### config.mk
export PLATFORM = sky130hd
export DESIGN_NAME = kwdt_top
export DESIGN_NICKNAME = d
export VERILOG_FILES = /design/src/rtl/kwdt_pkg.sv /design/src/rtl/kwdt_regif.sv /design/src/rtl/kwdt_csr.sv /design/src/rtl/kwdt_prescaler.sv /design/src/rtl/kwdt_counter.sv /design/src/rtl/kwdt_top.sv
export SDC_FILE = /design/constraint.sdc
export NUM_CORES = 1
export LEC_CHECK = 0
export ABC_CLOCK_PERIOD_IN_PS = 2900
export CORE_ASPECT_RATIO = 2
export CORE_MARGIN = 2
export CORE_UTILIZATION = 48
export CTS_CLUSTER_DIAMETER = 60
export DETAILED_ROUTE_END_ITERATION = 8
export PLACE_DENSITY = 0.78
export RECOVER_POWER = 100
export SLEW_MARGIN = 10
export SYNTH_ARGS = -nofsm -noshare
export SYNTH_HDL_FRONTEND = slang
export SYNTH_SLANG_ARGS = --single-unit
### constraint.sdc
create_clock -name clk_i -period 2.9 [get_ports clk_i]
set_input_delay 0.29 -clock clk_i [delete_from_list [all_inputs] [get_ports clk_i]]
set_output_delay 0.29 -clock clk_i [all_outputs]
set_load 0.02 [all_outputs]
### src/rtl/kwdt_pkg.sv
package kwdt_pkg;
  localparam int unsigned DATA_W  = 32;
  localparam int unsigned PRE_W   = 12;
  localparam logic [15:0] KEY_CNT = 16'h5A5A;
  localparam logic [23:0] KEY_CTL = 24'hA5A5A5;

  localparam int unsigned BIT_EN   = 7;
  localparam int unsigned BIT_BUSY = 5;
  localparam int unsigned BIT_OVF  = 4;

  typedef struct packed {
    logic       en;
    logic       ovf;
    logic [2:0] sel;
  } ctl_t;

  // divide ratio minus one for each select value
  function automatic logic [PRE_W-1:0] div_last(input logic [2:0] sel);
    logic [PRE_W-1:0] r;
    case (sel)
      3'd0:    r = PRE_W'(0);
      3'd1:    r = PRE_W'(3);
      3'd2:    r = PRE_W'(15);
      3'd3:    r = PRE_W'(31);
      3'd4:    r = PRE_W'(63);
      3'd5:    r = PRE_W'(127);
      3'd6:    r = PRE_W'(1023);
      default: r = PRE_W'(4095);
    endcase
    return r;
  endfunction
endpackage

### src/rtl/kwdt_regif.sv
module kwdt_regif
  import kwdt_pkg::*;
#(
  parameter int unsigned ADDR_W = 4,
  parameter int unsigned CNT_W  = 16
) (
  input  logic              we_i,
  input  logic [ADDR_W-1:0] addr_i,
  input  logic [DATA_W-1:0] wdata_i,
  input  logic              busy_i,
  input  logic [CNT_W-1:0]  cnt_i,
  input  ctl_t              ctl_i,
  output logic              cnt_wr_o,
  output logic [CNT_W-1:0]  cnt_wdata_o,
  output logic              ctl_wr_o,
  output logic [7:0]        ctl_wdata_o,
  output logic [DATA_W-1:0] rdata_o
);
  localparam logic [ADDR_W-1:0] OFF_CNT = ADDR_W'(0);
  localparam logic [ADDR_W-1:0] OFF_CTL = ADDR_W'(4);

  logic key_cnt_ok, key_ctl_ok;

  assign key_cnt_ok  = (wdata_i[31:16] == KEY_CNT);
  assign key_ctl_ok  = (wdata_i[31:8]  == KEY_CTL);

  // busy blocks further counter loads until the previous one has settled
  assign cnt_wr_o    = we_i && (addr_i == OFF_CNT) && key_cnt_ok && !busy_i;
  assign cnt_wdata_o = wdata_i[CNT_W-1:0];
  assign ctl_wr_o    = we_i && (addr_i == OFF_CTL) && key_ctl_ok;
  assign ctl_wdata_o = wdata_i[7:0];

  always_comb begin
    rdata_o = '0;
    if (addr_i == OFF_CNT) begin
      rdata_o[CNT_W-1:0] = cnt_i;
    end else if (addr_i == OFF_CTL) begin
      rdata_o[BIT_EN]   = ctl_i.en;
      rdata_o[BIT_BUSY] = busy_i;
      rdata_o[BIT_OVF]  = ctl_i.ovf;
      rdata_o[2:0]      = ctl_i.sel;
    end
  end
endmodule

### src/rtl/kwdt_csr.sv
module kwdt_csr
  import kwdt_pkg::*;
(
  input  logic       clk_i,
  input  logic       rst_ni,
  input  logic       wr_i,
  input  logic [7:0] wdata_i,
  input  logic       ovf_set_i,
  output ctl_t       ctl_o,
  output logic       restart_o
);
  ctl_t ctl_q;

  always_ff @(posedge clk_i or negedge rst_ni) begin
    if (!rst_ni) begin
      ctl_q <= '0;
    end else begin
      if (wr_i) begin
        ctl_q.en  <= wdata_i[BIT_EN];
        ctl_q.sel <= wdata_i[2:0];
        if (!wdata_i[BIT_OVF]) ctl_q.ovf <= 1'b0;
      end
      // a new overflow wins over a clear in the same cycle
      if (ovf_set_i) ctl_q.ovf <= 1'b1;
    end
  end

  assign restart_o = wr_i && ((wdata_i[BIT_EN] && !ctl_q.en) || (wdata_i[2:0] != ctl_q.sel));
  assign ctl_o     = ctl_q;
endmodule

### src/rtl/kwdt_prescaler.sv
module kwdt_prescaler
  import kwdt_pkg::*;
(
  input  logic       clk_i,
  input  logic       rst_ni,
  input  logic       en_i,
  input  logic [2:0] sel_i,
  input  logic       restart_i,
  output logic       tick_o
);
  logic [PRE_W-1:0] pre_q;

  assign tick_o = en_i && (pre_q == div_last(sel_i));

  always_ff @(posedge clk_i or negedge rst_ni) begin
    if (!rst_ni)                pre_q <= '0;
    else if (!en_i || restart_i) pre_q <= '0;
    else if (tick_o)            pre_q <= '0;
    else                        pre_q <= pre_q + 1'b1;
  end
endmodule

### src/rtl/kwdt_counter.sv
module kwdt_counter #(
  parameter int unsigned CNT_W    = 16,
  parameter int unsigned BUSY_CYC = 3
) (
  input  logic             clk_i,
  input  logic             rst_ni,
  input  logic             wr_i,
  input  logic [CNT_W-1:0] wdata_i,
  input  logic             tick_i,
  output logic [CNT_W-1:0] cnt_o,
  output logic             busy_o,
  output logic             wrap_o
);
  localparam int unsigned BW = $clog2(BUSY_CYC + 1);

  logic [CNT_W-1:0] cnt_q;
  logic [BW-1:0]    busy_q;

  // a load in the same cycle as the last tick suppresses the timeout
  assign wrap_o = tick_i && (&cnt_q) && !wr_i;

  always_ff @(posedge clk_i or negedge rst_ni) begin
    if (!rst_ni)     cnt_q <= '0;
    else if (wr_i)   cnt_q <= wdata_i;
    else if (tick_i) cnt_q <= cnt_q + 1'b1;
  end

  always_ff @(posedge clk_i or negedge rst_ni) begin
    if (!rst_ni)           busy_q <= '0;
    else if (wr_i)         busy_q <= BW'(BUSY_CYC);
    else if (busy_q != '0) busy_q <= busy_q - 1'b1;
  end

  assign cnt_o  = cnt_q;
  assign busy_o = (busy_q != '0);
endmodule

### src/rtl/kwdt_top.sv
module kwdt_top
  import kwdt_pkg::*;
#(
  parameter int unsigned ADDR_W   = 4,
  parameter int unsigned CNT_W    = 16,
  parameter int unsigned BUSY_CYC = 3
) (
  input  logic              clk_i,
  input  logic              rst_ni,
  input  logic              we_i,
  input  logic [ADDR_W-1:0] addr_i,
  input  logic [DATA_W-1:0] wdata_i,
  output logic [DATA_W-1:0] rdata_o,
  output logic              reset_req_o
);
  logic             cnt_wr, ctl_wr, restart, tick, wrap, busy, req_q;
  logic [CNT_W-1:0] cnt_wdata, cnt_q;
  logic [7:0]       ctl_wdata;
  ctl_t             ctl_q;

  kwdt_regif #(.ADDR_W(ADDR_W), .CNT_W(CNT_W)) u_regif (
    .we_i        (we_i),
    .addr_i      (addr_i),
    .wdata_i     (wdata_i),
    .busy_i      (busy),
    .cnt_i       (cnt_q),
    .ctl_i       (ctl_q),
    .cnt_wr_o    (cnt_wr),
    .cnt_wdata_o (cnt_wdata),
    .ctl_wr_o    (ctl_wr),
    .ctl_wdata_o (ctl_wdata),
    .rdata_o     (rdata_o)
  );

  kwdt_csr u_csr (
    .clk_i     (clk_i),
    .rst_ni    (rst_ni),
    .wr_i      (ctl_wr),
    .wdata_i   (ctl_wdata),
    .ovf_set_i (wrap),
    .ctl_o     (ctl_q),
    .restart_o (restart)
  );

  kwdt_prescaler u_pre (
    .clk_i     (clk_i),
    .rst_ni    (rst_ni),
    .en_i      (ctl_q.en),
    .sel_i     (ctl_q.sel),
    .restart_i (restart),
    .tick_o    (tick)
  );

  kwdt_counter #(.CNT_W(CNT_W), .BUSY_CYC(BUSY_CYC)) u_cnt (
    .clk_i   (clk_i),
    .rst_ni  (rst_ni),
    .wr_i    (cnt_wr),
    .wdata_i (cnt_wdata),
    .tick_i  (tick),
    .cnt_o   (cnt_q),
    .busy_o  (busy),
    .wrap_o  (wrap)
  );

  always_ff @(posedge clk_i or negedge rst_ni) begin
    if (!rst_ni) req_q <= 1'b0;
    else         req_q <= wrap;
  end

  assign reset_req_o = req_q;
endmodule

### Word level (Yosys, flattened, before mapping)

Cells that the tools add are included.

| storage, ports and cells | value |
|---|---|
| memories | 0 |
| bits in latches | 0 |
| bits of input ports | 39 |
| bits in registers | 36 |
| word-level logic and storage cells | 64 |
| output and inout bits | 33 |
| bits in writable memories | 0 |
| bits in read-only memories | 0 |

| cells by class | value |
|---|---|
| bitwise gates (word level) | 0 |
| reductions and logical operators | 23 |
| multiply operators | 0 |
| muxes and demuxes | 19 |
| $add $sub $neg | 3 |
| equal/unequal tests | 12 |
| order comparisons | 0 |
| divide/modulo/power cells | 0 |
| shift operators | 0 |

Operators with widths:

| cell | number |
|---|---|
| $pmux 12 s7 | 1 |
| $mux 16 | 2 |
| $eq 24x24->1 const B | 1 |
| $mux 12 | 2 |
| $add 16x1->16 const B | 1 |
| $eq 16x15->1 const B | 1 |
| $reduce_and 16->1 | 1 |
| $add 12x1->12 const B | 1 |
| $eq 12x12->1 | 1 |
| $logic_and 1x1->1 | 10 |
| $eq 3x3->1 const B | 3 |
| $mux 2 | 4 |
| $mux 8 | 1 |
| $reduce_bool 2->1 | 4 |
| $eq 3x2->1 const B | 2 |
| $mux 1 | 6 |
| $mux 3 | 2 |
| $eq 4x3->1 const B | 1 |
| $logic_not 4->1 | 1 |
| $mux 4 | 1 |
| $eq 3x1->1 const B | 1 |
| $logic_not 1->1 | 3 |
| $logic_not 3->1 | 1 |
| $ne 3x3->1 | 1 |
| other kinds (4) | 5 |

### Longest topological paths before layout

| logic depth | value |
|---|---|
| word-level depth | 8 |
| mapped depth | 8 |
| mapped depth without buffers | 6 |

### Modules after synthesis

Synthesis repeated with hierarchy kept, for this count alone.

| unflattened totals | value |
|---|---|
| cells, all modules | 302 |
| area total of the unflattened synthesis | 2737.6 µm² |

By module, submodules not included:

| module | area each (µm²) | times used | seq. area each (µm²) | cells an instance |
|---|---|---|---|---|
| kwdt_counter | 1032.2 | 1 | 450.4 | 113 |
| kwdt_prescaler | 832.0 | 1 | 300.3 | 96 |
| kwdt_regif | 620.6 | 1 | 0.0 | 76 |
| kwdt_csr | 227.7 | 1 | 125.1 | 16 |
| kwdt_top | 25.0 | 1 | 25.0 | 1 |

### Worst setup path after synthesis

OpenSTA, ideal clock, no wires.

| timing path | value |
|---|---|
| path type | register -> register |
| from | reg, netlist name u_csr.ctl_o[2] |
| to | reg u_cnt.cnt_q[1] (netlist: u_cnt.cnt_o[1]) |
| setup slack | 0.763 ns |
| data required time | 2.775 ns |
| buffers on the path | 1 |
| clock period less this slack | 2.137 ns |
| cell stages (with the launch flop) | 8 |
| arrival time | 2.013 ns |
| library setup time | 0.125 ns |
| path through | dfrtp_1 -> buf_4 -> xor2_1 -> o22a_1 -> a2111oi_4 -> nand2_2 -> mux2_1 -> mux2_2 |

| between the ends | value |
|---|---|
| word-level cells in the longest chain between the ends | 5 |
| elaborated cells between the ends (all ways) | 11 |
| those cells by class | 7 x eq/ne; 1 x mux; 3 x reduce/logical |

RTL lines:

| element | RTL line | RTL |
|---|---|---|
| $eq 3x3->1, or another cell as far along | kwdt_pkg.sv:20 | `case (sel)` |
| $pmux 12 s7 * | kwdt_pkg.sv:20 |  |
| $eq 12x12->1 * | kwdt_prescaler.sv:13 | `assign tick_o = en_i && (pre_q == div_last(sel_i));` |
| $logic_and 1x1->1 * | kwdt_prescaler.sv:13 |  |
| $reduce_bool 2->1 (no line) * | n/a |  |
| end signal, assigned | kwdt_counter.sv:24 | `else if (wr_i) cnt_q <= wdata_i;` |
| end signal, assigned | kwdt_counter.sv:25 | `else if (tick_i) cnt_q <= cnt_q + 1'b1;` |
| end, declared | kwdt_counter.sv:16 | `logic [CNT_W-1:0] cnt_q;` |

Mark *: on every way between the ends. The rest lies on a longest branch, timed or not.
A chain may end at the register's enable or synchronous reset.

### Worst setup path in the final report

| timing path | value |
|---|---|
| from | in addr_i[0] |
| to | out rdata_o[1] |

| between the ends | value |
|---|---|
| word-level cells in the longest chain between the ends | 3 |
| elaborated cells between the ends (all ways) | 4 |
| those cells by class | 1 x eq/ne; 2 x mux; 1 x reduce/logical |

RTL lines:

| element | RTL line | RTL |
|---|---|---|
| start, declared | kwdt_top.sv:11 | `input logic [ADDR_W-1:0] addr_i,` |
| $eq 4x3->1 | kwdt_regif.sv:37 | `end else if (addr_i == OFF_CTL) begin` |
| $mux 3 | kwdt_regif.sv:37 |  |
| $mux 3 * | kwdt_regif.sv:35 | `if (addr_i == OFF_CNT) begin` |
| end, declared | kwdt_top.sv:13 | `output logic [DATA_W-1:0] rdata_o,` |

Marks and branches as above.

==> impl_metrics.csv <==
group,metric,value,unit
power,pwr-share-clk,0.356,
synth,ys_ff_latch,36,
floorplanning,die_area,5740,um2
power,sequentialPowerShare,0.488,
power,p_sw,0.000268,W
floorplanning,ios,72,
floorplanning,coreArea,4910,um2
clock_tree,clkLatencyLatePin,290,ps
setup_path,worstPathRequired,2610,ps
setup_path,crit_arrival,2380,ps
placement,routabilityCongestion,0.754,
final_layout,finish.utilization,0.626,
clock_tree,post_cts_buffers,0,
synth,async_flop_share,1.00,
outcome,status,"finished with violations",
timing,whs,474,ps
final_layout,stdcell_area,3070,um2
global_route,overflow,0,
synth,synth_compound_area_frac,0.103,
global_route,grt_pass1_vias,2136,
final_layout,drive_gt1_frac,0.0776,
synth,synth.yosys.seq_area_share,0.367,
clock_tree,cts_buffer_depth,2,
clock_tree,cts_resized,0,
synth,synth_edf_count,0,
clock_tree,cts_max_level,2,
setup_path,crit_type,"in2out",
route,postRouteAntennaNets,0,
clock_tree,numCtsBuffers,5,
setup_path,r2r_slack,480,ps
final_layout,fin_cells,379,
timing,rsz0062_at_grt,"no",
route,drt_pass1_iterations,4,
synth,synth_top_family_by_area,"simple AND/OR/NAND/NOR gates",
timing,setup-tns-final,0,ps
timing,fin_crit,2670,ps
placement,placed_cells,372,
timing,setup_viol,0,
floorplanning,rows,36,
clock_tree,cts_tree,"built",
final_layout,n_antenna_cell,0,
clock_tree,path_clk_slew,70,ps
route,vias,2070,
synth,syn_area,2460,um2
route,viasPerCell,5.46,
timing,final.period_utilization,0.921,
floorplanning,start_util,0.500,
global_route,grt_max_degree,37,
setup_path,cp_max_fo,16,
outcome,violations,"capacitance limit, slew limit",
power,switching_share,0.249,
timing,fmax,374,MHz
setup_path,endpoint_kind,"output port",
route,drc_errors,0,
synth,synth.area.mux_share,0.0413,
route,wl_per_cell,14.8,um
power,ir_drop,0.000331,V
power,p_int,0.000810,W
synth,synth_warnings,0,
min_path,hold_path_depth,1,
route,drt_iter0_drc,16,
global_route,grt_first_pass_wirelength,9450,um
global_route,grt_antenna_before_repair,0,
power,cellPowerDensity,351,nW/um2
timing,slew_violations,37,
global_route,grt_usage,0.220,
clock_tree,holdBufCountCts,0,
timing,hold_viol,0,
placement,io_buffers,55,
clock_tree,cts_sinks,36,
clock_tree,cts-root-buf,"clkbuf_8",
placement,place_area,3000,um2
synth,synth_flop_cell,"dfrtp_1",
timing,worst_pin_slew,1890,ps
synth,synth_cell_type_count,44,
final_layout,area_delta_synth_final,25.2,%
power,combPwrFrac,0.156,
floorplanning,die_h,105,um
synth,synthXorXnorAreaFrac,0.111,
power,leakagePower,1.26,nW
setup_path,crit_path_start_kind,"primary input",
job,drv_cap,1,
min_path,min_path_type,"reg2reg",
final_layout,layout.nets,364,
setup_path,worstRegToRegCells,7,
timing,max_slew_margin,-0.263,
synth,synth-adder-area-share,0.0153,
synth,syn-instance-count,268,
placement,dp_hpwl,4490,um
timing,fin_skew,7.81,ps
synth,synthSimpleGateAreaFrac,0.279,
route,routed_wl,5610,um
floorplanning,fp.dieW,54.6,um
synth,syn_avg_cell_area,9.16,um2
-- flip-flops by register name, summed over array words and instances, names as in the netlist --
register	cells
reset_req_o	1
u_cnt.busy_q	2
u_cnt.cnt_o	16
u_csr.ctl_o	5
u_pre.pre_q	12
-- through the flow --
step	power [W]	setup slack, ps
floorplan	0.000635	763
global route	0.00114	156
global placement	0.000708	331
finish	0.00108	228
CTS	0.00110	461
detailed placement	0.000713	251
-- worst max-delay path, stage by stage --
cell,delay [ps]
dlygate4sd3_1,560
nor4_1,400
buf_4,290
a22o_1,170
dlygate4sd3_1,670
-- cell usage in the layout, fill, tap and decap left out, drive strengths merged --
cell type and instances:
conb 16, inv 5, or3 1, buf 4
and2 14, o2111ai 1, and4 7, or4 1
nor3b 1, nor2 22, nand3 11, nor4bb 7
a2111oi 1, nand2 23, and3 11, a211oi 2
a22o 5, nand4 12, clkdlybuf4s50 38, a21bo 1
o211ai 2, clkbuf 9, o21ai 17, nor4 2
xor2 23, o22a 1, o221ai 1, a21oi 3
and4b 1, nor3 3, dlygate4sd3 17, ha 3
nand4b 1, a22oi 1, xnor2 8, nand3b 2
mux2 9, dfrtp 36
-- power by group through the flow --
stage | Combinational [W] | Clock, W | Sequential (W)
floorplan | 0.000101 | 0 | 0.000534
global placement | 0.000173 | 0 | 0.000535
detailed placement | 0.000177 | 0 | 0.000535
CTS | 0.000178 | 0.000394 | 0.000526
global route | 0.000192 | 0.000415 | 0.000529
finish | 0.000168 | 0.000384 | 0.000526
-- area by class of cell --
| cell class | count | area, um2 |
|---|---|---|
| fillers | 452 | 1840 |
| multi-input cells | 213 | 1400 |
| flip-flops and latches | 36 | 901 |
| repair buffers | 61 | 588 |
| clock buffers | 7 | 96.3 |
| well taps | 57 | 71.3 |
| inverters | 5 | 18.8 |
-- Yosys cell counts (2+ instances only) --
cell	n	area share
nor4bb_1	7	0.029
nand3b_1	2	0.0061
inv_1	5	0.0076
nand3_1	11	0.022
clkbuf_1	6	0.0092
xnor2_1	8	0.029
buf_2	5	0.010
o21ai_0	6	0.012
nand4_1	12	0.031
ha_1	3	0.015
a21oi_1	3	0.0061
and4_1	7	0.025
mux2_2	8	0.037
nor3_1	3	0.0061
and3_1	11	0.028
nor2_1	21	0.032
and2_1	14	0.036
xor2_1	23	0.082
dfrtp_1	36	0.37
o21ai_1	10	0.020
nand2_1	22	0.034
buf_4	18	0.055
a22o_1	5	0.018
a211oi_1	2	0.0061
-- layer usage --
layer,global-route usage,part of all wire
met1,0.237,0.36
met2,0.405,0.59
met3,0.0357,0.039
met4,0.0643,0.012
met5,0,0
-- cell families after synthesis --
logic type,after synthesis
simple gates,119
flops,36
compound gates,35
buf+inv,34
xor+xnor,31
mux,9
fa+ha+maj,3
other cells,1
-- worst paths after layout --
check                                            start                     endpoint
hold / removal             u_cnt.busy_q[0]$_DFFE_PN0P_  u_cnt.busy_q[0]$_DFFE_PN0P_
min in group asynchronous                       rst_ni        reset_req_o$_DFF_PN0_
setup / recovery                             addr_i[0]                   rdata_o[1]
hold reg to reg            u_cnt.busy_q[0]$_DFFE_PN0P_  u_cnt.busy_q[0]$_DFFE_PN0P_
setup reg to reg            u_csr.ctl_o[2]$_DFFE_PN0P_   u_cnt.cnt_o[9]$_DFFE_PN0P_
max in group asynchronous                       rst_ni    u_pre.pre_q[11]$_DFF_PN0_
Power figures use the tool's default switching activity.
